==> config.mk <==
export PLATFORM = sky130hd
export DESIGN_NAME = prio_resolver
export DESIGN_NICKNAME = d
export VERILOG_FILES = /design/src/rtl/prio_pkg.sv /design/src/rtl/irq_front.sv /design/src/rtl/nmi_gate.sv /design/src/rtl/mask_arb.sv /design/src/rtl/prio_resolver.sv
export SDC_FILE = /design/constraint.sdc
export NUM_CORES = 1
export LEC_CHECK = 0
export BUFFER_PORTS_ARGS = -buffer_cell sky130_fd_sc_hd__buf_4
export CORE_AREA = 10 10 50 71
export DETAILED_ROUTE_END_ITERATION = 12
export DIE_AREA = 0 0 60 81
export GPL_TIMING_DRIVEN = 0
export PLACE_DENSITY = 0.78
export SYNTH_ARGS = -nofsm -noshare
export SYNTH_HDL_FRONTEND = slang
export SYNTH_SLANG_ARGS = --single-unit
==> constraint.sdc <==
create_clock -name clk -period 2.8 [get_ports clk]
set_input_delay 0.42 -clock clk [delete_from_list [all_inputs] [get_ports clk]]
set_output_delay 0.42 -clock clk [all_outputs]
set_load 0.02 [all_outputs]
==> src/rtl/prio_pkg.sv <==
package prio_pkg;

    localparam int NMI_N    = 6;
    localparam int IDX_W    = 5;
    localparam int PSEL_W   = 4;
    localparam int IRQ_SLOT = 5;
    localparam logic [PSEL_W-1:0] PSEL_RST = 4'd5;

    typedef enum logic [IDX_W-1:0] {
        SRC_RESET  = 5'd0,
        SRC_CLKMON = 5'd1,
        SRC_WDOG   = 5'd2,
        SRC_XINT   = 5'd3,
        SRC_ILLOP  = 5'd4,
        SRC_SWI    = 5'd5
    } nmi_src_e;

    typedef struct packed {
        logic              vld;
        logic [IDX_W-1:0]  idx;
    } grant_t;

    typedef struct packed {
        logic [PSEL_W-1:0] psel;
        logic              irq_edge;
        logic              cm_en;
    } cfg_t;

    // Position of the lowest set bit of a 6-bit vector.
    function automatic logic [IDX_W-1:0] lowest6(input logic [NMI_N-1:0] v);
        logic [IDX_W-1:0] r;
        r = '0;
        for (int k = NMI_N - 1; k >= 0; k--) begin
            if (v[k]) r = IDX_W'(k);
        end
        return r;
    endfunction

endpackage

==> src/rtl/irq_front.sv <==
module irq_front (
    input  logic clk,
    input  logic rst,
    input  logic irq_n,
    input  logic edge_mode,
    input  logic ack,
    output logic req
);
    logic prev_n_q;
    logic latch_q;
    logic fall;

    assign fall = prev_n_q & ~irq_n;

    always_ff @(posedge clk) begin
        if (rst) begin
            prev_n_q <= 1'b1;
            latch_q  <= 1'b0;
        end else begin
            prev_n_q <= irq_n;
            if (!edge_mode)   latch_q <= 1'b0;
            else if (fall)    latch_q <= 1'b1;
            else if (ack)     latch_q <= 1'b0;
        end
    end

    assign req = edge_mode ? latch_q : ~irq_n;
endmodule

==> src/rtl/nmi_gate.sv <==
module nmi_gate
    import prio_pkg::*;
(
    input  logic [NMI_N-1:0] raw,
    input  logic             cm_en,
    input  logic             nowdog,
    input  logic             x_mask,
    output logic [NMI_N-1:0] gated
);
    always_comb begin
        gated = raw;
        gated[SRC_CLKMON] = raw[SRC_CLKMON] & cm_en;
        gated[SRC_WDOG]   = raw[SRC_WDOG]   & ~nowdog;
        gated[SRC_XINT]   = raw[SRC_XINT]   & ~x_mask;
    end
endmodule

==> src/rtl/mask_arb.sv <==
module mask_arb
    import prio_pkg::*;
#(
    parameter int N_MASK = 12,
    localparam int MIDX_W = (N_MASK > 1) ? $clog2(N_MASK) : 1,
    localparam int SEL_N  = 2 ** PSEL_W
) (
    input  logic [N_MASK-1:0] req,
    input  logic [PSEL_W-1:0] psel,
    output logic              vld,
    output logic [MIDX_W-1:0] idx
);
    logic [SEL_N-1:0]  padded;
    logic              promoted;
    logic [MIDX_W-1:0] low_idx;

    always_comb begin
        padded = '0;
        padded[N_MASK-1:0] = req;
    end

    assign promoted = padded[psel];

    always_comb begin
        low_idx = '0;
        for (int k = N_MASK - 1; k >= 0; k--) begin
            if (req[k]) low_idx = MIDX_W'(k);
        end
    end

    assign vld = |req;
    assign idx = promoted ? MIDX_W'(psel) : low_idx;
endmodule

==> src/rtl/prio_resolver.sv <==
module prio_resolver
    import prio_pkg::*;
#(
    parameter int N_MASK = 12,
    localparam int MIDX_W = (N_MASK > 1) ? $clog2(N_MASK) : 1
) (
    input  logic                 clk,
    input  logic                 rst,
    input  logic [NMI_N-1:0]     nmi_req,
    input  logic                 cfg_nowdog,
    input  logic [N_MASK-1:0]    mreq,
    input  logic                 irq_n,
    input  logic                 cfg_we,
    input  logic [PSEL_W-1:0]    cfg_psel,
    input  logic                 cfg_irq_edge,
    input  logic                 cfg_cm_en,
    input  logic                 mask_we,
    input  logic                 mask_i,
    input  logic                 mask_x,
    output logic                 grant_vld,
    output logic [IDX_W-1:0]     grant_idx
);
    cfg_t   cfg_q;
    logic   i_mask_q;
    logic   x_mask_q;
    grant_t grant_q;
    grant_t grant_d;

    logic [NMI_N-1:0]  nmi_g;
    logic              irq_req;
    logic              irq_ack;
    logic [N_MASK-1:0] m_eff;
    logic              m_vld;
    logic [MIDX_W-1:0] m_idx;

    always_ff @(posedge clk) begin
        if (rst) begin
            cfg_q    <= '{psel: PSEL_RST, irq_edge: 1'b0, cm_en: 1'b0};
            i_mask_q <= 1'b1;
            x_mask_q <= 1'b1;
        end else begin
            if (cfg_we)  cfg_q <= '{psel: cfg_psel, irq_edge: cfg_irq_edge, cm_en: cfg_cm_en};
            if (mask_we) begin
                i_mask_q <= mask_i;
                x_mask_q <= mask_x;
            end
        end
    end

    nmi_gate u_nmi (
        .raw    (nmi_req),
        .cm_en  (cfg_q.cm_en),
        .nowdog (cfg_nowdog),
        .x_mask (x_mask_q),
        .gated  (nmi_g)
    );

    irq_front u_irq (
        .clk       (clk),
        .rst       (rst),
        .irq_n     (irq_n),
        .edge_mode (cfg_q.irq_edge),
        .ack       (irq_ack),
        .req       (irq_req)
    );

    always_comb begin
        m_eff = mreq;
        m_eff[IRQ_SLOT] = irq_req;
        if (i_mask_q) m_eff = '0;
    end

    mask_arb #(.N_MASK(N_MASK)) u_arb (
        .req  (m_eff),
        .psel (cfg_q.psel),
        .vld  (m_vld),
        .idx  (m_idx)
    );

    always_comb begin
        grant_d = '0;
        if (|nmi_g) begin
            grant_d.vld = 1'b1;
            grant_d.idx = lowest6(nmi_g);
        end else if (m_vld) begin
            grant_d.vld = 1'b1;
            grant_d.idx = IDX_W'(NMI_N) + IDX_W'(m_idx);
        end
    end

    assign irq_ack = ~(|nmi_g) & m_vld & (m_idx == MIDX_W'(IRQ_SLOT));

    always_ff @(posedge clk) begin
        if (rst) grant_q <= '0;
        else     grant_q <= grant_d;
    end

    assign grant_vld = grant_q.vld;
    assign grant_idx = grant_q.idx;
endmodule

-- Word-level counts from Yosys, hierarchy flattened
Index checks and enable logic that the tools add are counted.
- bits of input ports: 32
- bits in registers: 16
- reductions and logical operators: 4
- mux-type cells: 27
- $lt $le $gt $ge: 1
- bitwise operators: 11
- eq/ne operators: 1
- $add $sub $neg: 1
- operators by type and width (kind ; number):
    2-to-1 mux 4 bit ; 13
    2-to-1 mux 5 bit ; 5
    2-to-1 mux 12 bit ; 1
    2-to-1 mux 6 bit ; 2
    OR reduction 12 bit ; 1
    bitwise AND 1 bit ; 6
    OR reduction 6 bit ; 1
    adder 3 x 4 -> 5 bit, first input constant ; 1
    < comparator 4 x 5 -> 1 bit, second input constant ; 1
    NOT 1 bit ; 5
    binary-select mux 1 bit (select 4 bit) ; 1
    == test 4 x 3 -> 1 bit, second input constant ; 1
    2-to-1 mux 1 bit ; 4
    2-to-1 mux 3 bit ; 1
    nonzero test 2 bit ; 1
    OR reduction 2 bit ; 1

-- Logic depth before layout (Yosys ltp)
- depth after elaboration: 20
- mapped depth: 8

-- Hierarchy
Synthesis repeated with hierarchy kept, for this count alone.
- cell total of the unflattened synthesis: 131
- area total of the unflattened synthesis: 1117.3 um2
- modules (own cells, without submodules) (module ; instances ; cells each ; area each (um2)):
    prio_resolver ; 1 ; 70 ; 638.1
    mask_arb ; 1 ; 46 ; 327.8
    irq_front ; 1 ; 9 ; 95.1
    nmi_gate ; 1 ; 6 ; 56.3

-- Worst setup path after synthesis
No wires, ideal clock.
- path type: reg2reg
- start: reg cfg_q[5] in the netlist's numbering
- end: reg grant_q, in the netlist grant_idx[2]
- cell stages (with the launch flop): 7
- data arrival time: 2027 ps
- period minus slack after synthesis: 2143 ps
- buffers on the path: 0
- setup slack: 657 ps
- setup time: 116 ps
- cells stage by stage: dfxtp_1 > mux4_2 > a22o_1 > o32a_4 > ha_1 > o21ai_1 > and3b_1
- longest elaborated chain between the ends: 6
- ends and longest elaborated chain (what ; line ; source):
    from (decl) ; prio_resolver.sv:23 ; cfg_t cfg_q;
    from (signal assigned) ; prio_resolver.sv:38 ; cfg_q <= '{psel: PSEL_RST, irq_edge: 1'b0, cm_en: 1'b0};
    from (signal assigned) ; prio_resolver.sv:42 ; if (cfg_we) cfg_q <= '{psel: cfg_psel, irq_edge: cfg_irq_edge, cm_en: cfg_cm_en};
    binary-select mux 1 bit (select 4 bit) ; mask_arb.sv:22 ; assign promoted = padded[psel];
    2-to-1 mux 1 bit (not written as such) ; mask_arb.sv:22 ;
    2-to-1 mux 4 bit ; mask_arb.sv:32 ; assign idx = promoted ? MIDX_W'(psel) : low_idx;
    adder 3 x 4 -> 5 bit ; prio_resolver.sv:87 ; grant_d.idx = IDX_W'(NMI_N) + IDX_W'(m_idx);
    2-to-1 mux 6 bit ; prio_resolver.sv:85 ; end else if (m_vld) begin
    2-to-1 mux 6 bit ; prio_resolver.sv:82 ; if (|nmi_g) begin
    to (signal assigned) ; prio_resolver.sv:95 ; else grant_q <= grant_d;
    to (decl) ; prio_resolver.sv:26 ; grant_t grant_q;
Every way passes these cells. The select of a mux whose other input is x is not followed.
A chain may end at the register's enable or synchronous reset.

-- Worst setup path in the final report
- start: reg cfg_q[1] in the netlist's numbering
- end: reg grant_q, in the netlist grant_idx[2]
- longest elaborated chain between the ends: 12
- elaborated cells between the ends (all ways): 15
- those cells by class: add/sub: 1; mux: 13; reduce/logical: 1
- ends and longest elaborated chain (what ; line ; source):
    2-to-1 mux 1 bit (*) ; irq_front.sv:27 ; assign req = edge_mode ? latch_q : ~irq_n;
    2-to-1 mux 12 bit (*) ; prio_resolver.sv:70 ; if (i_mask_q) m_eff = '0;
    2-to-1 mux 4 bit (6 in a row) ; mask_arb.sv:27 ; if (req[k]) low_idx = MIDX_W'(k);
    2-to-1 mux 4 bit ; mask_arb.sv:32 ;
    adder 3 x 4 -> 5 bit ; prio_resolver.sv:87 ;
    2-to-1 mux 6 bit (*) ; prio_resolver.sv:85 ;
    2-to-1 mux 6 bit (*) ; prio_resolver.sv:82 ;
Every way passes the cells marked *; elsewhere a longest branch is shown, timed or not. The select of a mux whose other input is x is not followed.

==> results.py <==
metrics = {
    "grt": {
        "grt_remaining_overflow": 0,
        "grt_pass1_wl_um": 5110,
        "grt_use_met1_pct": 12.9,
        "grt_pass1_vias": 1180,
        "met3_usage_pct": 3.74,
        "track_usage_pct": 13.3,
        "grt_antenna_before_repair": 0,
        "use_met2_pct": 24.3,
        "grt_max_degree": 11,
        "grt_busiest_layer": "met2",
    },
    "clock_network": {
        "postCtsHoldBufs": 0,
        "clockBufferDepth": 2,
        "cts.repair.resized": 0,
        "root_buffer": "clkbuf_4",
        "clk_latency_ns": 0.29,
        "numCtsBuffers": 3,
        "clk_pin_slew_ns": 0.09,
        "clock_sinks": 16,
        "cts_tree": "built",
        "htreeDepth": 1,
        "post_cts_buffers": 0,
    },
    "run": {
        "drv_cap": 0,
    },
    "floorplanning": {
        "placementRows": 22,
        "start_util_pct": 45.9,
        "design.core.area_um2": 2370,
        "pin_count": 38,
        "die_h_um": 81,
        "die_x_um": 60,
        "die_area_um2": 4860,
    },
    "detailed_routing": {
        "drt_iter0_drc": 26,
        "firstDrtPassIters": 4,
        "drt_wl_total_um": 3000,
        "drtAntennaViolNets": 0,
        "vias": 1081,
        "wl_per_cell_um": 16.1,
        "drc_errors": 0,
        "vias_per_cell": 5.81,
    },
    "critical_path": {
        "crit_path_max_fanout": 4,
        "start_kind": "flop",
        "cp-end-kind": "flop",
        "required_ns": 3.04,
        "critPathLaunch": "cfg_q[1]",
        "r2r-start": "cfg_q[1]",
        "crit_arrival_ns": 2.52,
        "crit_type": "reg -> reg",
    },
    "worst_hold_path": {
        "hp-start": "mask_x",
        "min_path_type": "in -> reg",
    },
    "sta": {
        "finClkSkew_ns": 0.00492,
        "drv_slew": 0,
        "period_share_pct": 81.3,
        "max_freq_ghz": 0.439,
        "min_period_ns": 2.28,
        "rsz0062_at_grt": "no",
        "finalSetupViolCount": 0,
        "tightest_slew_ns": 0.538,
        "hold_violations": 0,
        "setup_tns_ns": 0,
        "relSlewSlack_pct": 64.1,
    },
    "logic_synthesis": {
        "ys_ff_latch": 16,
        "ys_warn_count": 0,
        "syn_nets": 156,
        "synth_cell_types": 43,
        "synth_sequential_area_ratio_pct": 29.5,
        "syn-cell-area_um2": 1090,
        "synth-edff-count": 0,
        "synth_area_per_cell_um2": 8.84,
        "ys.flop_type": "dfxtp_1",
        "postSynthCellCount": 123,
        "async_flop_share_pct": 0,
    },
    "layout": {
        "final_cells": 186,
        "n_antenna_cell": 0,
        "synthToLayoutAreaGrowth_pct": 30.3,
        "post_route_cells_drive_above_1_share_pct": 34.0,
        "final_area_um2": 1420,
        "fin_nets": 196,
    },
    "placed_design": {
        "gp_congestion": 0.915,
        "numPortBuffers": 35,
        "placed_cell_area_um2": 1380,
        "post-place-cells": 182,
        "hpwl_um": 2520,
    },
    "power": {
        "peakVddDrop_mv": 0.318,
        "p_leak_nw": 0.570,
        "power_per_cell_area_nw_per_um2": 385,
    },
    "outcome": {
        "status": "finished, final reports clean",
    },
}
-- sequential cells by signal (all words and copies together), names as in the netlist --
name	count
grant_vld	1
x_mask_q	1
cfg_q	6
u_irq.prev_n_q	1
i_mask_q	1
grant_idx	5
u_irq.latch_q	1
-- Yosys cell counts (2+ instances only) --
cell type | count | share of area, %
a211o_1 | 4 | 3.2
a21oi_1 | 7 | 3.2
a31oi_1 | 2 | 1.2
clkbuf_1 | 4 | 1.4
dfxtp_1 | 16 | 29
inv_1 | 2 | 0.69
mux2i_1 | 4 | 3.7
mux4_2 | 4 | 8.3
nand2_1 | 4 | 1.4
nand2b_1 | 2 | 1.2
nor2_1 | 18 | 6.2
nor2b_1 | 13 | 7.5
nor3_1 | 7 | 3.2
o211ai_1 | 2 | 1.4
o21ai_0 | 5 | 2.3
or2_2 | 2 | 1.2
-- worst paths after layout --
check,end,slack [ns],cells after the start
min,x_mask_q,0.32,2
max,grant_idx[2],0.52,7
min reg2reg,cfg_q[1],0.56,2
max reg2reg,grant_idx[2],0.52,7
-- worst max-delay path, cell delays in order, from the launching register on --
cell and delay (ns):
dfxtp_1 0.34, nand2b_1 0.21, a2111oi_2 0.59, o21ai_0 0.23, o21ai_2 0.30, ha_1 0.28, o21ai_1 0.11, and3b_1 0.16
-- per-layer routing --
layer	vias up	part of all wire [%]
li1	534	-
met1	505	35
met2	33	56
met3	9	5.8
met4	0	2.5
met5	-	0
-- cell usage in the layout, fill, tap and decap left out, types with 2 or more instances in the layout --
master | Yosys | layout
a211o_1 | 4 | 4
a21oi_1 | 7 | 7
a31oi_1 | 2 | 2
buf_4 | 0 | 35
clkbuf_1 | 4 | 4
clkbuf_4 | 0 | 3
dfxtp_1 | 16 | 16
inv_1 | 2 | 2
mux2i_1 | 4 | 4
mux4_2 | 4 | 4
nand2_1 | 4 | 4
nand2b_1 | 2 | 2
nor2_1 | 18 | 18
nor2b_1 | 13 | 13
nor3_1 | 7 | 7
o211ai_1 | 2 | 2
o21ai_0 | 5 | 5
or2_2 | 2 | 2
-- per-stage QoR --
step	power (W)	util [%]	hold WS, ns	worst slack [ns]
after floorplan	0.000333	-	0.484	0.657
after global placement	0.000392	58.3	0.510	0.514
after detailed placement	0.000398	58.3	0.542	0.489
after CTS	0.000551	59.8	0.316	0.527
after global routing	0.000578	59.8	0.308	0.368
final	0.000546	59.8	0.320	0.523
-- where the power goes --
part	leakage [nW]	internal, W	switching, W
logic	0.417	0.0000754	0.0000713
registers	0.132	0.000239	0.00000692
clock network	0.0210	0.0000793	0.0000739
-- area by class of cell --
type | instances | area (um2)
buffer | 5 | 20.0
clock buffer | 4 | 36.3
fill | 216 | 951
inverter | 2 | 7.51
multi-input combinational | 100 | 739
sequential | 16 | 320
tap | 24 | 30.0
timing repair buffer | 35 | 263
-- kinds of logic (layout without fill, tap and decap cells) --
logic type | count (synthesis) | count (layout) | synth area share, %
adders and majority gates | 1 | 1 | 1.15
xor gates and xnor gates | 1 | 1 | 0.806
buffers and inverters | 7 | 46 | 2.53
muxes | 9 | 9 | 13.0
DFF | 16 | 16 | 29.5
and+or+nand+nor | 55 | 55 | 27.0
AOI/OAI and AO/OA | 34 | 34 | 26.0
No activity file was read; power rests on OpenSTA's default activity.
